==> config.mk <==
export PLATFORM = sky130hd
export DESIGN_NAME = trap_entry_unit
export DESIGN_NICKNAME = d
export VERILOG_FILES = /design/src/rtl/trap_pkg.sv /design/src/rtl/trap_vector_map.sv /design/src/rtl/trap_va_format.sv /design/src/rtl/trap_fault_capture.sv /design/src/rtl/trap_priv_regs.sv /design/src/rtl/trap_entry_unit.sv
export SDC_FILE = /design/constraint.sdc
export NUM_CORES = 2
export LEC_CHECK = 0
export CELL_PAD_IN_SITES_DETAIL_PLACEMENT = 0
export CELL_PAD_IN_SITES_GLOBAL_PLACEMENT = 1
export CORE_ASPECT_RATIO = 0.7
export CORE_MARGIN = 1
export CORE_UTILIZATION = 47
export DETAILED_ROUTE_END_ITERATION = 8
export PLACE_DENSITY_LB_ADDON = 0.1
export SETUP_SLACK_MARGIN = 0.15
export SYNTH_ARGS = -nofsm -noshare
export SYNTH_HDL_FRONTEND = slang
export SYNTH_SLANG_ARGS = --single-unit
==> constraint.sdc <==
create_clock -name clk -period 12.3 [get_ports clk]
set_input_delay 2.46 -clock clk [delete_from_list [all_inputs] [get_ports clk]]
set_output_delay 2.46 -clock clk [all_outputs]
set_load 0.02 [all_outputs]
==> src/rtl/trap_pkg.sv <==
package trap_pkg;

  typedef enum logic [3:0] {
    FK_RESET   = 4'd0,
    FK_INTR    = 4'd1,
    FK_MCHK    = 4'd2,
    FK_ALIGN   = 4'd3,
    FK_DMISS1  = 4'd4,
    FK_DMISS2  = 4'd5,
    FK_DPAGE   = 4'd6,
    FK_DACV    = 4'd7,
    FK_IMISS   = 4'd8,
    FK_IPAGE   = 4'd9,
    FK_IACV    = 4'd10,
    FK_OPDEC   = 4'd11,
    FK_FEN     = 4'd12,
    FK_PALCALL = 4'd13,
    FK_OVF     = 4'd14,
    FK_ARITH   = 4'd15
  } fault_kind_e;

  typedef enum logic [1:0] {
    FC_NONE  = 2'd0,
    FC_DATA  = 2'd1,
    FC_INSTR = 2'd2
  } fault_cls_e;

  localparam int VEC_W = 16;

  typedef struct packed {
    logic [VEC_W-1:0] offset;
    logic             force_restart;
    logic             skip_inst;
    logic             unsupported;
    fault_cls_e       cls;
  } vec_info_t;

  localparam int NUM_PREGS       = 9;
  localparam int PIDX_W          = 4;
  localparam int NUM_SW_WRITABLE = 4;

  localparam logic [PIDX_W-1:0] PR_VBASE = 4'd0;
  localparam logic [PIDX_W-1:0] PR_DPTB  = 4'd1;
  localparam logic [PIDX_W-1:0] PR_IPTB  = 4'd2;
  localparam logic [PIDX_W-1:0] PR_EXC   = 4'd3;
  localparam logic [PIDX_W-1:0] PR_FVA   = 4'd4;
  localparam logic [PIDX_W-1:0] PR_MMST  = 4'd5;
  localparam logic [PIDX_W-1:0] PR_DFVA  = 4'd6;
  localparam logic [PIDX_W-1:0] PR_ITAG  = 4'd7;
  localparam logic [PIDX_W-1:0] PR_IFVA  = 4'd8;

endpackage

==> src/rtl/trap_vector_map.sv <==
module trap_vector_map
  import trap_pkg::*;
(
  input  fault_kind_e kind,
  output vec_info_t   info
);

  always_comb begin
    info               = '0;
    info.cls           = FC_NONE;
    info.force_restart = (kind == FK_RESET) || (kind == FK_MCHK);
    info.skip_inst     = (kind == FK_PALCALL) || (kind == FK_OVF);
    info.unsupported   = (kind == FK_ARITH);
    unique case (kind)
      FK_RESET:   info.offset = 16'h0001;
      FK_INTR:    info.offset = 16'h0101;
      FK_MCHK:    info.offset = 16'h0401;
      FK_ALIGN:   begin info.offset = 16'h0301; info.cls = FC_DATA;  end
      FK_DMISS1:  begin info.offset = 16'h0201; info.cls = FC_DATA;  end
      FK_DMISS2:  begin info.offset = 16'h0281; info.cls = FC_DATA;  end
      FK_DPAGE:   begin info.offset = 16'h0381; info.cls = FC_DATA;  end
      FK_DACV:    begin info.offset = 16'h0381; info.cls = FC_DATA;  end
      FK_IMISS:   begin info.offset = 16'h0181; info.cls = FC_INSTR; end
      FK_IPAGE:   begin info.offset = 16'h0181; info.cls = FC_INSTR; end
      FK_IACV:    begin info.offset = 16'h0081; info.cls = FC_INSTR; end
      FK_OPDEC:   info.offset = 16'h0481;
      FK_FEN:     info.offset = 16'h0581;
      FK_PALCALL: info.offset = 16'h2001;
      FK_OVF:     info.offset = 16'h0501;
      FK_ARITH:   info.offset = 16'h0501;
      default:    info.offset = 16'h0001;
    endcase
  end

endmodule

==> src/rtl/trap_va_format.sv <==
module trap_va_format #(
  parameter int XLEN      = 64,
  parameter int PAGE_BITS = 13,
  parameter int PTE_SHIFT = 3
) (
  input  logic [XLEN-1:0] table_base,
  input  logic [XLEN-1:0] addr,
  output logic [XLEN-1:0] formatted
);

  logic [XLEN-1:0] page_num;
  logic [PAGE_BITS-1:0] unused_offset;

  assign page_num      = {{PAGE_BITS{1'b0}}, addr[XLEN-1:PAGE_BITS]};
  assign unused_offset = addr[PAGE_BITS-1:0];
  assign formatted     = table_base | (page_num << PTE_SHIFT);

endmodule

==> src/rtl/trap_fault_capture.sv <==
module trap_fault_capture
  import trap_pkg::*;
#(
  parameter int XLEN      = 64,
  parameter int PAGE_BITS = 13,
  parameter int INST_W    = 32,
  parameter int FLAG_W    = 6
) (
  input  logic              take,
  input  fault_cls_e        cls,
  input  logic              spec,
  input  logic              pte_load,
  input  logic              no_fault,
  input  logic [XLEN-1:0]   pc,
  input  logic [XLEN-1:0]   va,
  input  logic [INST_W-1:0] inst,
  input  logic [FLAG_W-1:0] flags,
  input  logic [XLEN-1:0]   data_tbase,
  input  logic [XLEN-1:0]   inst_tbase,
  output logic              dcap_en,
  output logic              icap_en,
  output logic [XLEN-1:0]   status_val,
  output logic [XLEN-1:0]   dfmt_val,
  output logic [XLEN-1:0]   ifmt_val
);

  localparam int OPC_W  = 6;
  localparam int RA_W   = 5;
  localparam int STAT_W = OPC_W + RA_W + FLAG_W;
  localparam int NSIDE  = 2;

  logic [OPC_W-1:0] opcode;
  logic [RA_W-1:0]  ra_field;
  logic [INST_W-OPC_W-RA_W-1:0] unused_inst;

  assign opcode      = inst[INST_W-1 -: OPC_W];
  assign ra_field    = inst[INST_W-OPC_W-1 -: RA_W];
  assign unused_inst = inst[INST_W-OPC_W-RA_W-1:0];

  assign dcap_en = take && (cls == FC_DATA) && !spec && !pte_load && !no_fault;
  assign icap_en = take && (cls == FC_INSTR) && !spec;

  assign status_val = {{(XLEN-STAT_W){1'b0}}, opcode, ra_field, flags};

  logic [NSIDE-1:0][XLEN-1:0] side_base;
  logic [NSIDE-1:0][XLEN-1:0] side_addr;
  logic [NSIDE-1:0][XLEN-1:0] side_fmt;

  assign side_base[0] = data_tbase;
  assign side_addr[0] = va;
  assign side_base[1] = inst_tbase;
  assign side_addr[1] = pc;

  for (genvar g = 0; g < NSIDE; g++) begin : g_fmt
    trap_va_format #(
      .XLEN      (XLEN),
      .PAGE_BITS (PAGE_BITS),
      .PTE_SHIFT (3)
    ) u_fmt (
      .table_base (side_base[g]),
      .addr       (side_addr[g]),
      .formatted  (side_fmt[g])
    );
  end

  assign dfmt_val = side_fmt[0];
  assign ifmt_val = side_fmt[1];

endmodule

==> src/rtl/trap_priv_regs.sv <==
module trap_priv_regs
  import trap_pkg::*;
#(
  parameter int XLEN = 64
) (
  input  logic                             clk,
  input  logic                             rst_n,
  input  logic                             sw_we,
  input  logic [PIDX_W-1:0]                sw_idx,
  input  logic [XLEN-1:0]                  sw_wdata,
  input  logic [NUM_PREGS-1:0]             hw_we,
  input  logic [NUM_PREGS-1:0][XLEN-1:0]   hw_d,
  output logic [NUM_PREGS-1:0][XLEN-1:0]   regs_o
);

  for (genvar i = 0; i < NUM_PREGS; i++) begin : g_reg
    localparam bit SW_OK = (i < NUM_SW_WRITABLE);
    logic sw_hit;
    assign sw_hit = SW_OK && sw_we && (sw_idx == PIDX_W'(i));

    always_ff @(posedge clk or negedge rst_n) begin
      if (!rst_n)         regs_o[i] <= '0;
      else if (hw_we[i])  regs_o[i] <= hw_d[i];
      else if (sw_hit)    regs_o[i] <= sw_wdata;
    end

    if (!SW_OK) begin : g_ro_chk
      assert_ro_reg_hold_R12: assert property (
        @(posedge clk) disable iff (!rst_n)
        !hw_we[i] |=> $stable(regs_o[i]));
    end
  end

endmodule

==> src/rtl/trap_entry_unit.sv <==
module trap_entry_unit
  import trap_pkg::*;
#(
  parameter int XLEN      = 64,
  parameter int PAGE_BITS = 13,
  parameter int INST_W    = 32,
  parameter int FLAG_W    = 6
) (
  input  logic              clk,
  input  logic              rst_n,
  input  logic              flt_valid,
  output logic              flt_ready,
  input  logic [3:0]        flt_kind,
  input  logic [XLEN-1:0]   flt_pc,
  input  logic [XLEN-1:0]   flt_va,
  input  logic [INST_W-1:0] flt_inst,
  input  logic [FLAG_W-1:0] flt_flags,
  input  logic              flt_priv,
  input  logic              flt_spec,
  input  logic              flt_pte_load,
  input  logic              flt_no_fault,
  output logic              rdr_valid,
  input  logic              rdr_ready,
  output logic [XLEN-1:0]   rdr_pc,
  output logic [XLEN-1:0]   rdr_npc,
  output logic              rdr_err,
  input  logic              reg_we,
  input  logic [3:0]        reg_idx,
  input  logic [XLEN-1:0]   reg_wdata,
  output logic [XLEN-1:0]   reg_rdata
);

  localparam logic [XLEN-1:0] INST_BYTES = XLEN'(4);

  fault_kind_e kind;
  vec_info_t   info;
  logic        accept;
  logic        supported_take;

  logic [NUM_PREGS-1:0]           hw_we;
  logic [NUM_PREGS-1:0][XLEN-1:0] hw_d;
  logic [NUM_PREGS-1:0][XLEN-1:0] regs;

  logic            dcap_en, icap_en;
  logic [XLEN-1:0] status_val, dfmt_val, ifmt_val;
  logic [XLEN-1:0] exc_base, exc_next, vec_pc;

  assign kind           = fault_kind_e'(flt_kind);
  assign flt_ready      = !rdr_valid || rdr_ready;
  assign accept         = flt_valid && flt_ready;
  assign supported_take = accept && !info.unsupported;

  trap_vector_map u_map (
    .kind (kind),
    .info (info)
  );

  trap_fault_capture #(
    .XLEN      (XLEN),
    .PAGE_BITS (PAGE_BITS),
    .INST_W    (INST_W),
    .FLAG_W    (FLAG_W)
  ) u_cap (
    .take       (supported_take),
    .cls        (info.cls),
    .spec       (flt_spec),
    .pte_load   (flt_pte_load),
    .no_fault   (flt_no_fault),
    .pc         (flt_pc),
    .va         (flt_va),
    .inst       (flt_inst),
    .flags      (flt_flags),
    .data_tbase (regs[PR_DPTB]),
    .inst_tbase (regs[PR_IPTB]),
    .dcap_en    (dcap_en),
    .icap_en    (icap_en),
    .status_val (status_val),
    .dfmt_val   (dfmt_val),
    .ifmt_val   (ifmt_val)
  );

  // restart address first, then the skip step on top of it
  assign exc_base = (info.force_restart || !flt_priv) ? flt_pc : regs[PR_EXC];
  assign exc_next = exc_base + (info.skip_inst ? INST_BYTES : '0);
  assign vec_pc   = regs[PR_VBASE] + {{(XLEN-VEC_W){1'b0}}, info.offset};

  always_comb begin
    hw_we = '0;
    hw_d  = '0;
    hw_we[PR_EXC]  = supported_take;
    hw_d[PR_EXC]   = exc_next;
    hw_we[PR_FVA]  = dcap_en;
    hw_d[PR_FVA]   = flt_va;
    hw_we[PR_MMST] = dcap_en;
    hw_d[PR_MMST]  = status_val;
    hw_we[PR_DFVA] = dcap_en;
    hw_d[PR_DFVA]  = dfmt_val;
    hw_we[PR_ITAG] = icap_en;
    hw_d[PR_ITAG]  = flt_pc;
    hw_we[PR_IFVA] = icap_en;
    hw_d[PR_IFVA]  = ifmt_val;
  end

  trap_priv_regs #(
    .XLEN (XLEN)
  ) u_regs (
    .clk      (clk),
    .rst_n    (rst_n),
    .sw_we    (reg_we),
    .sw_idx   (reg_idx),
    .sw_wdata (reg_wdata),
    .hw_we    (hw_we),
    .hw_d     (hw_d),
    .regs_o   (regs)
  );

  always_comb begin
    reg_rdata = '0;
    for (int i = 0; i < NUM_PREGS; i++) begin
      if (reg_idx == PIDX_W'(i)) reg_rdata = regs[i];
    end
  end

  always_ff @(posedge clk or negedge rst_n) begin
    if (!rst_n) begin
      rdr_valid <= 1'b0;
      rdr_pc    <= '0;
      rdr_npc   <= '0;
      rdr_err   <= 1'b0;
    end else if (accept) begin
      rdr_valid <= 1'b1;
      rdr_err   <= info.unsupported;
      if (info.unsupported) begin
        rdr_pc  <= flt_pc;
        rdr_npc <= flt_pc + INST_BYTES;
      end else begin
        rdr_pc  <= vec_pc;
        rdr_npc <= vec_pc + INST_BYTES;
      end
    end else if (rdr_ready) begin
      rdr_valid <= 1'b0;
    end
  end

  assert_stall_hold_R11: assert property (
    @(posedge clk) disable iff (!rst_n)
    (rdr_valid && !rdr_ready) |=>
      (rdr_valid && $stable(rdr_pc) && $stable(rdr_npc) && $stable(rdr_err)));

  assert_npc_step_R3: assert property (
    @(posedge clk) disable iff (!rst_n)
    rdr_valid |-> (rdr_npc == rdr_pc + INST_BYTES));

  assert_spec_keeps_fva_R6: assert property (
    @(posedge clk) disable iff (!rst_n)
    (accept && flt_spec) |=> $stable(regs[PR_FVA]));

  assert_spec_keeps_itag_R9: assert property (
    @(posedge clk) disable iff (!rst_n)
    (accept && flt_spec) |=> ($stable(regs[PR_ITAG]) && $stable(regs[PR_IFVA])));

  assert_arith_keeps_exc_R10: assert property (
    @(posedge clk) disable iff (!rst_n)
    (accept && (kind == FK_ARITH) && !(reg_we && reg_idx == PR_EXC))
      |=> ($stable(regs[PR_EXC]) && rdr_err));

endmodule

==> results.cfg <==
[outcome]
status = completed

[timing]
relSlewSlack = 0.0619
period_minus_slack_ps = 9010
rsz0062_at_grt = no
drv_slew = 0
hold_viol = 0
clock-skew-final_ps = 27.1
min_period_over_period = 0.733
tns_ps = 0
tightest_slew_ps = 1410
setup_viol = 0
timing.fmax_ghz = 0.111

[synth]
yosys-top-cells-area = dfrtp_1 47%, mux2_2 14%, nand2_1 5.5%
synth_adder_area_share = 0.00322
ys_seq_area_frac = 0.470
synth_compound_area_frac = 0.138
synth_top_area_frac = 0.470
synthCells = 3580
ys.warnings.count = 0
synthMuxAreaShare = 0.166
ys.flop_type = dfrtp_1
syn_area_per_cell_um2 = 9.77
synthTopCellsByCount = 657 x dfrtp_1, 513 x nand2_1, 421 x mux2_2, 272 x nor2_1, 263 x o21ai_0
synth-edff-count = 0
ys_async_sr_fraction = 1.00
ys_ff_latch = 657
synth_cell_type_count = 76
yosysTopAreaCell = dfrtp_1
syn-cell-area_um2 = 35000
synth_nets = 3836
synth-simple-area-share = 0.157
synth_most_common_cell = dfrtp_1
synth_top_family_by_area = multiplexers
synth-xor-area-share = 0.0361

[worst_setup_path]
path_class = input pin to output port
end_kind = output port
crit_fanout = 65
cp.required_ps = 9840
cp-start-kind = input pin
arrival_ps = 6550

[clock_network]
clk-insertion-delay-late_ps = 640
clockBufferDepth = 3
post_cts_buffers = 0
numCtsBuffers = 68
htreeDepth = 3
ctsResizeCount = 0
clkSinkCount = 657
cts_root_buf = clkbuf_16
ctsHoldBuffers = 0
cts_tree = done
cts.clk_slew.worst_paths_ps = 60

[global_route]
grt_pass1_vias = 29800
grt_usage = 0.368
grt_max_degree = 182
grt_pass1_wl_um = 205000
grt_overflow_total = 0
antenna_found_initial = 20

[drt]
vias_per_cell = 6.35
drtIter0Drc = 3865
vias = 31200
ant_nets = 0
totalWireLength_um = 140000
first_pass_iters = 8
wl_per_cell_um = 28.5
drc = 0

[layout]
areaGrowthSynthToFinish_pct = 20.5
drive_above_1_share = 0.162
fin_nets = 4131
multi_input_area_um2 = 17600
seq_area_um2 = 16400
final_cells = 4910
fillerInstances = 6322

[worst_hold_path]
hold_path_class = flop to flop

[floorplanning]
ioPinCount = 442
coreArea_um2 = 73400
rows = 83
dieHeight_um = 230
dieWidth_um = 328
initial_core_util = 0.476
die_area_um2 = 75500

[placement]
place.gp.congestion = 0.927
dp.cells = 4782
portBuffers = 420
hpwlAfterDp_um = 97900

[power]
power.density_nw_per_um2 = 168
leakage_uw = 0.0180
peakVddDrop_mv = 0.133

[job]
drv_cap = 0
[metrics by stage]
stage	setup slack (ps)	instance area (µm²)	util	power (µW)	hold slack, ps
3_5_place_dp	3410	40000	0.545	5010	467
2_1_floorplan	4690	35000	-	4080	444
5_1_grt	3190	42100	0.574	7380	498
6_report	3290	42200	0.574	7080	474
4_1_cts	3390	42100	0.574	7060	481
3_3_place_gp	3460	40000	0.545	4930	455
[worst max-delay path, cell delays in order]
cell             delay (ps)
buf_4                   490
buf_4                   890
nor4b_2                 340
buf_4                   920
a222oi_1                320
a21oi_1                 210
o22ai_1                  90
nand2_1                 120
clkdlybuf4s50_1         620
[routing by layer]
metal / GRT usage / up-vias / routed length (µm)
met2: 0.483 / 1793 / 54400
li1: - / 13500 / -
met1: 0.576 / 15700 / 64100
met5: 0 / - / 49
met3: 0.112 / 223 / 18000
met4: 0.0943 / 4 / 3230
[sequential cells by signal, indices dropped and copies added, names as in the netlist]
name and cells:
u_regs.regs_o 529, rdr_pc 64, rdr_npc 62, rdr_err 1
rdr_valid 1
[cells by family (layout without fill, tap and decap cells)]
logic type | Yosys count | count (layout)
compound gates | 768 | 768
buf+inv | 268 | 612
xor+xnor | 144 | 144
simple gates | 1207 | 1207
fa+ha+maj | 9 | 9
flops | 657 | 657
other cells | 0 | 9
mux | 527 | 527
[power by group]
part / switching, µW / total, µW / internal [µW]
clock: 920 / 2060 / 1140
combinational: 1010 / 1850 / 844
sequential: 504 / 3170 / 2660
[final cells by class]
class	instances	area share
multi-input cells	2655	0.417
flip-flops and latches	657	0.390
repair buffers	474	0.110
clock buffers	98	0.0466
well taps	977	0.0290
clock inverters	21	0.00442
inverters	19	0.00169
diodes	9	0.000534
[cell usage in the layout, fill, tap and decap left out, types with 21 or more instances in the layout]
cell type        count
buf_4               51
nand3_1            141
a21oi_1            175
nand2_1            508
nand4_1             52
a31oi_1             25
o21ai_0            263
a22oi_1            142
mux2_2             421
clkdlybuf4s50_1    417
xor2_1              51
dfrtp_1            657
and3_1              30
mux2i_1            106
o22ai_1             21
clkbuf_16           69
nor3_1              51
nor4_1              31
o31ai_1             21
a211oi_1            26
xnor2_1             93
nor2_1             270
[path summary, 6_finish.rpt]
| kind | start | end | slack (ps) | depth (start not counted) |
|---|---|---|---|---|
| max | reg_idx[0] | reg_rdata[7] | 3290 | 9 |
| min | rdr_pc[2] | rdr_pc[2] | 470 | 2 |
| max reg2reg | u_regs.regs_o[0] | rdr_npc[52] | 6840 | 11 |
| min reg2reg | rdr_pc[2] | rdr_pc[2] | 470 | 2 |
| max in group asynchronous | rst_n | u_regs.regs_o[563] | 7920 | 3 |
| min in group asynchronous | rst_n | u_regs.regs_o[257] | 1860 | 1 |
Power figures use the tool's default switching activity.
